## config.mk

```make
export PLATFORM = sky130hd
export DESIGN_NAME = ac_bscan_tap
export DESIGN_NICKNAME = d
export VERILOG_FILES = /design/src/rtl/ac_bscan_pkg.sv /design/src/rtl/ac_tap_fsm.sv /design/src/rtl/ac_tap_ir.sv /design/src/rtl/ac_tap_dr.sv /design/src/rtl/ac_hs_driver.sv /design/src/rtl/ac_bscan_tap.sv
export SDC_FILE = /design/constraint.sdc
export NUM_CORES = 1
export LEC_CHECK = 0
export ABC_AREA = 1
export CAP_MARGIN = 20
export CORE_AREA = 2 2 90 92
export DETAILED_ROUTE_END_ITERATION = 8
export DIE_AREA = 0 0 92 94
export SLEW_MARGIN = 20
export SYNTH_ARGS = -nofsm -noshare
export SYNTH_HDL_FRONTEND = slang
export SYNTH_HIERARCHICAL = 1
export SYNTH_SLANG_ARGS = --single-unit
```

## constraint.sdc

```tcl
create_clock -name tck -period 6.1 [get_ports tck]
set_input_delay 1.22 -clock tck [delete_from_list [all_inputs] [get_ports tck]]
set_output_delay 1.22 -clock tck [all_outputs]
set_load 0.05 [all_outputs]
```

## src/rtl/ac_bscan_pkg.sv

```systemverilog
`timescale 1ns/1ps
package ac_bscan_pkg;

    localparam int IR_W    = 10;
    localparam int VER_W   = 4;
    localparam int PART_W  = 16;
    localparam int MFG_W   = 11;
    localparam int ID_W    = VER_W + PART_W + MFG_W + 1;
    localparam int BSR_W   = 2;
    localparam int HS_IDX  = 1;
    localparam int STD_IDX = 0;

    localparam logic [IR_W-1:0] OPC_EXTEST = 10'b0000001111;
    localparam logic [IR_W-1:0] OPC_IDCODE = 10'b0000000110;
    localparam logic [IR_W-1:0] OPC_BYPASS = '1;
    localparam logic [IR_W-1:0] OPC_PULSE  = 10'b0010001111;
    localparam logic [IR_W-1:0] OPC_TRAIN  = 10'b0001001111;
    localparam logic [IR_W-1:0] IR_CAPTURE = 10'b0000000001;

    typedef enum logic [3:0] {
        ST_RESET, ST_IDLE,
        ST_SEL_DR, ST_CAP_DR, ST_SH_DR, ST_EX1_DR, ST_PAU_DR, ST_EX2_DR, ST_UPD_DR,
        ST_SEL_IR, ST_CAP_IR, ST_SH_IR, ST_EX1_IR, ST_PAU_IR, ST_EX2_IR, ST_UPD_IR
    } tap_state_t;

    typedef enum logic [2:0] {
        OP_EXTEST, OP_IDCODE, OP_BYPASS, OP_PULSE, OP_TRAIN
    } instr_t;

    function automatic tap_state_t tap_next(input tap_state_t s, input logic tms);
        tap_state_t n;
        case (s)
            ST_RESET:  n = tms ? ST_RESET  : ST_IDLE;
            ST_IDLE:   n = tms ? ST_SEL_DR : ST_IDLE;
            ST_SEL_DR: n = tms ? ST_SEL_IR : ST_CAP_DR;
            ST_CAP_DR: n = tms ? ST_EX1_DR : ST_SH_DR;
            ST_SH_DR:  n = tms ? ST_EX1_DR : ST_SH_DR;
            ST_EX1_DR: n = tms ? ST_UPD_DR : ST_PAU_DR;
            ST_PAU_DR: n = tms ? ST_EX2_DR : ST_PAU_DR;
            ST_EX2_DR: n = tms ? ST_UPD_DR : ST_SH_DR;
            ST_UPD_DR: n = tms ? ST_SEL_DR : ST_IDLE;
            ST_SEL_IR: n = tms ? ST_RESET  : ST_CAP_IR;
            ST_CAP_IR: n = tms ? ST_EX1_IR : ST_SH_IR;
            ST_SH_IR:  n = tms ? ST_EX1_IR : ST_SH_IR;
            ST_EX1_IR: n = tms ? ST_UPD_IR : ST_PAU_IR;
            ST_PAU_IR: n = tms ? ST_EX2_IR : ST_PAU_IR;
            ST_EX2_IR: n = tms ? ST_UPD_IR : ST_SH_IR;
            ST_UPD_IR: n = tms ? ST_SEL_DR : ST_IDLE;
            default:   n = ST_RESET;
        endcase
        return n;
    endfunction

    function automatic instr_t decode_ir(input logic [IR_W-1:0] code);
        instr_t i;
        if (code == OPC_EXTEST)      i = OP_EXTEST;
        else if (code == OPC_IDCODE) i = OP_IDCODE;
        else if (code == OPC_PULSE)  i = OP_PULSE;
        else if (code == OPC_TRAIN)  i = OP_TRAIN;
        else                         i = OP_BYPASS;
        return i;
    endfunction

    function automatic logic uses_chain(input instr_t i);
        return (i == OP_EXTEST) || (i == OP_PULSE) || (i == OP_TRAIN);
    endfunction

    function automatic logic is_ac(input instr_t i);
        return (i == OP_PULSE) || (i == OP_TRAIN);
    endfunction

    function automatic logic [ID_W-1:0] make_id(
        input logic [VER_W-1:0]  ver,
        input logic [PART_W-1:0] part,
        input logic [MFG_W-1:0]  mfg
    );
        return {ver, part, mfg, 1'b1};
    endfunction

endpackage

```

## src/rtl/ac_tap_fsm.sv

```systemverilog
`timescale 1ns/1ps
module ac_tap_fsm
    import ac_bscan_pkg::*;
(
    input  logic       tck,
    input  logic       trst_n,
    input  logic       tms,
    output tap_state_t state
);

    always_ff @(posedge tck) begin
        if (!trst_n) state <= ST_RESET;
        else         state <= tap_next(state, tms);
    end

endmodule

```

## src/rtl/ac_tap_ir.sv

```systemverilog
`timescale 1ns/1ps
module ac_tap_ir
    import ac_bscan_pkg::*;
(
    input  logic       tck,
    input  logic       trst_n,
    input  tap_state_t state,
    input  logic       tdi,
    output instr_t     instr,
    output logic       ir_tdo
);

    logic [IR_W-1:0] shift_q;
    logic [IR_W-1:0] hold_q;

    always_ff @(posedge tck) begin
        if (!trst_n)                 shift_q <= IR_CAPTURE;
        else if (state == ST_CAP_IR) shift_q <= IR_CAPTURE;
        else if (state == ST_SH_IR)  shift_q <= {tdi, shift_q[IR_W-1:1]};
    end

    always_ff @(negedge tck) begin
        if (!trst_n || state == ST_RESET) hold_q <= OPC_IDCODE;
        else if (state == ST_UPD_IR)      hold_q <= shift_q;
    end

    assign instr  = decode_ir(hold_q);
    assign ir_tdo = shift_q[0];

endmodule

```

## src/rtl/ac_tap_dr.sv

```systemverilog
`timescale 1ns/1ps
module ac_tap_dr
    import ac_bscan_pkg::*;
#(
    parameter logic [ID_W-1:0] ID_WORD = '0
)(
    input  logic             tck,
    input  logic             trst_n,
    input  tap_state_t       state,
    input  instr_t           instr,
    input  logic             tdi,
    input  logic             cfg_ready,
    input  logic             pin_hs,
    input  logic             pin_std,
    output logic             dr_tdo,
    output logic [BSR_W-1:0] upd,
    output logic             chain_load,
    output logic             hs_next
);

    logic [ID_W-1:0]  id_q;
    logic [BSR_W-1:0] chain_q;
    logic             byp_q;

    always_ff @(posedge tck) begin
        if (!trst_n) begin
            id_q    <= '0;
            chain_q <= '0;
            byp_q   <= 1'b0;
        end else if (state == ST_CAP_DR) begin
            id_q             <= cfg_ready ? ID_WORD : '0;
            chain_q[HS_IDX]  <= pin_hs;
            chain_q[STD_IDX] <= pin_std;
            byp_q            <= 1'b0;
        end else if (state == ST_SH_DR) begin
            case (instr)
                OP_IDCODE:                     id_q    <= {tdi, id_q[ID_W-1:1]};
                OP_EXTEST, OP_PULSE, OP_TRAIN: chain_q <= {tdi, chain_q[BSR_W-1:1]};
                default:                       byp_q   <= tdi;
            endcase
        end
    end

    assign chain_load = (state == ST_UPD_DR) && uses_chain(instr);
    assign hs_next    = chain_q[HS_IDX];

    always_ff @(negedge tck) begin
        if (!trst_n || state == ST_RESET) upd <= '0;
        else if (chain_load)              upd <= chain_q;
    end

    always_comb begin
        case (instr)
            OP_IDCODE:                     dr_tdo = id_q[0];
            OP_EXTEST, OP_PULSE, OP_TRAIN: dr_tdo = chain_q[0];
            default:                       dr_tdo = byp_q;
        endcase
    end

endmodule

```

## src/rtl/ac_hs_driver.sv

```systemverilog
`timescale 1ns/1ps
module ac_hs_driver
    import ac_bscan_pkg::*;
(
    input  logic       tck,
    input  logic       trst_n,
    input  tap_state_t state,
    input  instr_t     instr,
    input  logic       load,
    input  logic       load_val,
    input  logic       upd_val,
    output logic       hs
);

    logic was_idle;
    logic ac_mode;
    logic train;

    assign ac_mode = is_ac(instr);
    assign train   = (instr == OP_TRAIN);

    always_ff @(negedge tck) begin
        if (!trst_n || state == ST_RESET) begin
            hs       <= 1'b0;
            was_idle <= 1'b0;
        end else begin
            was_idle <= (state == ST_IDLE);
            if (load) begin
                hs <= load_val;
            end else if (state == ST_UPD_IR) begin
                hs <= upd_val;
            end else if (ac_mode && state == ST_IDLE) begin
                if (!was_idle)  hs <= ~upd_val;
                else if (train) hs <= ~hs;
            end else if (ac_mode && was_idle) begin
                hs <= upd_val;
            end
        end
    end

endmodule

```

## src/rtl/ac_bscan_tap.sv

```systemverilog
`timescale 1ns/1ps
module ac_bscan_tap
    import ac_bscan_pkg::*;
#(
    parameter logic [VER_W-1:0]  VERSION  = '0,
    parameter logic [PART_W-1:0] PART_NUM = 16'h5A3C,
    parameter logic [MFG_W-1:0]  MFG_CODE = 11'b00001101110
)(
    input  logic tck,
    input  logic trst_n,
    input  logic tms,
    input  logic tdi,
    input  logic cfg_ready,
    output logic tdo,
    output logic tdo_en,
    output logic pin_hs,
    output logic pin_hs_oe,
    output logic pin_std,
    output logic pin_std_oe
);

    localparam logic [ID_W-1:0] ID_WORD = make_id(VERSION, PART_NUM, MFG_CODE);

    tap_state_t       st;
    instr_t           ins;
    logic             ir_tdo;
    logic             dr_tdo;
    logic [BSR_W-1:0] upd;
    logic             chain_load;
    logic             hs_next;

    ac_tap_fsm u_fsm (
        .tck(tck), .trst_n(trst_n), .tms(tms), .state(st)
    );

    ac_tap_ir u_ir (
        .tck(tck), .trst_n(trst_n), .state(st), .tdi(tdi),
        .instr(ins), .ir_tdo(ir_tdo)
    );

    ac_tap_dr #(.ID_WORD(ID_WORD)) u_dr (
        .tck(tck), .trst_n(trst_n), .state(st), .instr(ins), .tdi(tdi),
        .cfg_ready(cfg_ready), .pin_hs(pin_hs), .pin_std(pin_std),
        .dr_tdo(dr_tdo), .upd(upd), .chain_load(chain_load), .hs_next(hs_next)
    );

    ac_hs_driver u_hs (
        .tck(tck), .trst_n(trst_n), .state(st), .instr(ins),
        .load(chain_load), .load_val(hs_next), .upd_val(upd[HS_IDX]), .hs(pin_hs)
    );

    always_ff @(negedge tck) begin
        if (!trst_n) begin
            tdo    <= 1'b0;
            tdo_en <= 1'b0;
        end else begin
            tdo_en <= (st == ST_SH_IR) || (st == ST_SH_DR);
            if (st == ST_SH_IR)      tdo <= ir_tdo;
            else if (st == ST_SH_DR) tdo <= dr_tdo;
            else                     tdo <= 1'b0;
        end
    end

    assign pin_std    = upd[STD_IDX];
    assign pin_hs_oe  = uses_chain(ins);
    assign pin_std_oe = uses_chain(ins);

endmodule

```

==> results.tsv <==
metric	value	unit
layout cell share with drive strength beyond 1	13.7	%
YS warnings	6	
Post-Place Cell Area	3550	um2
Yosys top cell area share	38.4	%
worst-case clock buffer depth	2	
EDFF count, synth	0	
Placer Congestion	0.882	
Area Overhead vs Synth	13.1	%
Post-route DRC	0	
Placed Cells	605	
non-filler cells, final	633	
setup slack, reg-to-reg	790	ps
dpl hpwl	4.73	mm
final setup vio count	0	
largest net degree at the start of global routing	38	
Max-Cap Viols	0	
Net Count, Synth	508	
max-slew violations	0	
PortBufs	10	
HP Start	u_ir/hold_q[8]$_SDFFE_NP0N_	
Final Net Count	531	
Slew headroom	52.6	%
FFs w/ async S/R, synth	0	%
largest family of logic cells by synthesized area	simple AND/OR/NAND/NOR gates	
io pins	11	
Clock Root Buffer	clkbuf_8	
synth cell count leaders	nand2_1 (147), dfxtp_1 (65), nand3_1 (58)	
Yosys cell types	31	
core area	7610	um2
Clock Skew	45.5	ps
Overall Global Routing Usage	17.7	%
Seq/Total Area, Yosys	38.4	%
Syn Inst Count	503	
Die H	94	um
first-pass GRT wire length	12.2	mm
row cnt	32	
status	finished clean	
CTS buffer count	9	
CTS H-tree lvls	3	
critical-path maximum fanout	6	
vias in the first global route	2718	
largest cells by area after synthesis	dfxtp_1 (38%), nand2_1 (16%), nand3_1 (8.6%)	
Post-CTS Setup Bufs	0	
Post-Route WL	7.07	mm
Worst Path Arrival	4790	ps
biggest area consumer among synthesized cells	dfxtp_1	
Starting Density	44.6	%
ANT nets after route	0	
wire length per cell	11.2	um
number of synthesized register bits	65	
Primary FF master, synth	dfxtp_1	
hold crit path type	register to register	
mux contribution to synthesized area	0	%
drt initial violations	164	
endpoint class of the critical path	output port	
final hold viol count	0	
Worst Tran Pin Value	708	ps
CP Data Required Time	4880	ps
Sink Count	65	
Finished Cell Area	3830	um2
vias	3082	
CP Launch Type	register	
Synth Area in Simple Gates	39.8	%
CTS Hold Buffers Added	0	
Worst-Skew Late Latency	380	ps
Critical R2R Capture	u_dr/id_q[24]$_SDFFE_PN0P_	
TNS Setup	0	ps
antenna cells	0	
count leader, synth	nand2_1	
Clk pin slew, worst setup/hold paths	30	ps
Die Width	92	um
CTS tree	yes	
die area	8650	um2
r2r startpoint	u_ir/hold_q[6]$_SDFFE_NP0N_	
Mean Syn Cell Area	6.74	um2
via-per-instance ratio	4.87	
Mapped Area	3390	um2
Cell Pwr Density	235	nW/um2
compound-gate portion of the synthesized area	11.5	%
peak supply drop	85.9	uV
Resize count post-CTS	0	
Total Power	0.901	mW
initial antenna violation count	0	
Worst Hold Depth	2	
Leak	1.64	nW
global route overflow	0	
hold endpoint	u_ir/hold_q[8]$_SDFFE_NP0N_	
XOR/XNOR share of the synthesized area	0	%
R2R depth	12	
DR pass1 iterations	4	
CP Class	register to output port	
adder-cell share of the synthesized area	0	%
==> registers in the layout, summed over array words and instances, names as in the netlist <==
signal	count
tdo	1
tdo_en	1
u_dr/byp_q	1
u_dr/chain_q	2
u_dr/id_q	32
u_dr/upd	2
u_fsm/state	4
u_hs/hs	1
u_hs/was_idle	1
u_ir/hold_q	10
u_ir/shift_q	10
==> cell families (layout without fill, tap and decap cells) <==
group / after synthesis / in the layout
simple gates: 293 / 293
buf+inv: 73 / 101
compound gates: 72 / 72
flops: 65 / 65
==> cell usage in the layout, fill, tap and decap left out, types with 2 or more instances in the layout <==
master           netlist  final
clkinv_1               1      2
clkbuf_8               0     10
nand2_4                3      4
o21ai_1                6      5
nand3_1               58     58
buf_12                 0      2
nand2_2                8      9
o21ai_2                3      3
inv_2                  8      9
inv_1                 47     58
a21boi_0               2      2
nor2_2                 3      5
nand3b_1               2      2
clkbuf_16              0      2
a21oi_2                2      2
nor2_1                49     47
buf_4                  2      7
dfxtp_1               65     65
nand3_2                5      5
nor3_1                 2      2
nor2_4                 8      8
a21oi_1               52     52
or2_2                  2      2
nand2_1              147    145
o21ai_0                5      5
nand4_1                3      3
clkdlybuf4s50_1        0      8
==> through the flow <==
stage                     util, %  hold WS (ps)  worst slack, ps
after floorplan                 -           435              137
after global placement       46.7           447              465
after detailed placement     46.7           450              412
after CTS                    50.1           458             10.5
after global routing         50.4           485            -6.40
final                        50.4           456             94.6
==> per-layer routing <==
metal  wire length [um]  track usage, %  vias up  part of all wire, %
met5                  0               0        -                    0
met4                 92            7.21        0                  1.3
met3                243            4.01        8                  3.4
met2               3060            26.9       41                   43
met1               3670            24.2     1379                   52
li1                   -               -     1654                    -
==> report_power, final <==
| part | switching (mW) | internal [mW] |
|---|---|---|
| logic | 0.0398 | 0.0173 |
| registers | 0.00154 | 0.429 |
| clock network | 0.194 | 0.220 |
==> how the worst max path moves through the flow <==
stage / slack, ps / startpoint / cells past startpoint / to
2_1_floorplan: 140 / u_ir/hold_q[6]$_SDFFE_NP0N_ / 7 / pin_std_oe
3_3_place_gp: 470 / u_ir/hold_q[6]$_SDFFE_NP0N_ / 7 / pin_std_oe
3_5_place_dp: 410 / u_ir/hold_q[6]$_SDFFE_NP0N_ / 7 / pin_hs_oe
4_1_cts: 10 / u_ir/hold_q[6]$_SDFFE_NP0N_ / 7 / pin_hs_oe
5_1_grt: -6 / u_ir/hold_q[6]$_SDFFE_NP0N_ / 8 / pin_hs_oe
6_report: 90 / u_ir/hold_q[6]$_SDFFE_NP0N_ / 8 / pin_hs_oe
==> critical path, cell delays in order (launching register included) <==
cell,delay [ps]
dfxtp_1,320
or2_2,300
nor2_2,100
nand2_2,80
nand2_1,90
inv_2,70
nand3b_1,130
o21ai_4,100
buf_12,150
==> final cells by class <==
class / instances / area, um2
fillers: 800 / 3770
multi-input cells: 365 / 1770
flip-flops and latches: 65 / 1300
inverters: 52 / 195
clock buffers: 12 / 188
repair buffers: 17 / 173
well taps: 102 / 128
clock inverters: 20 / 82.6
(Power assumes the default switching activity.)
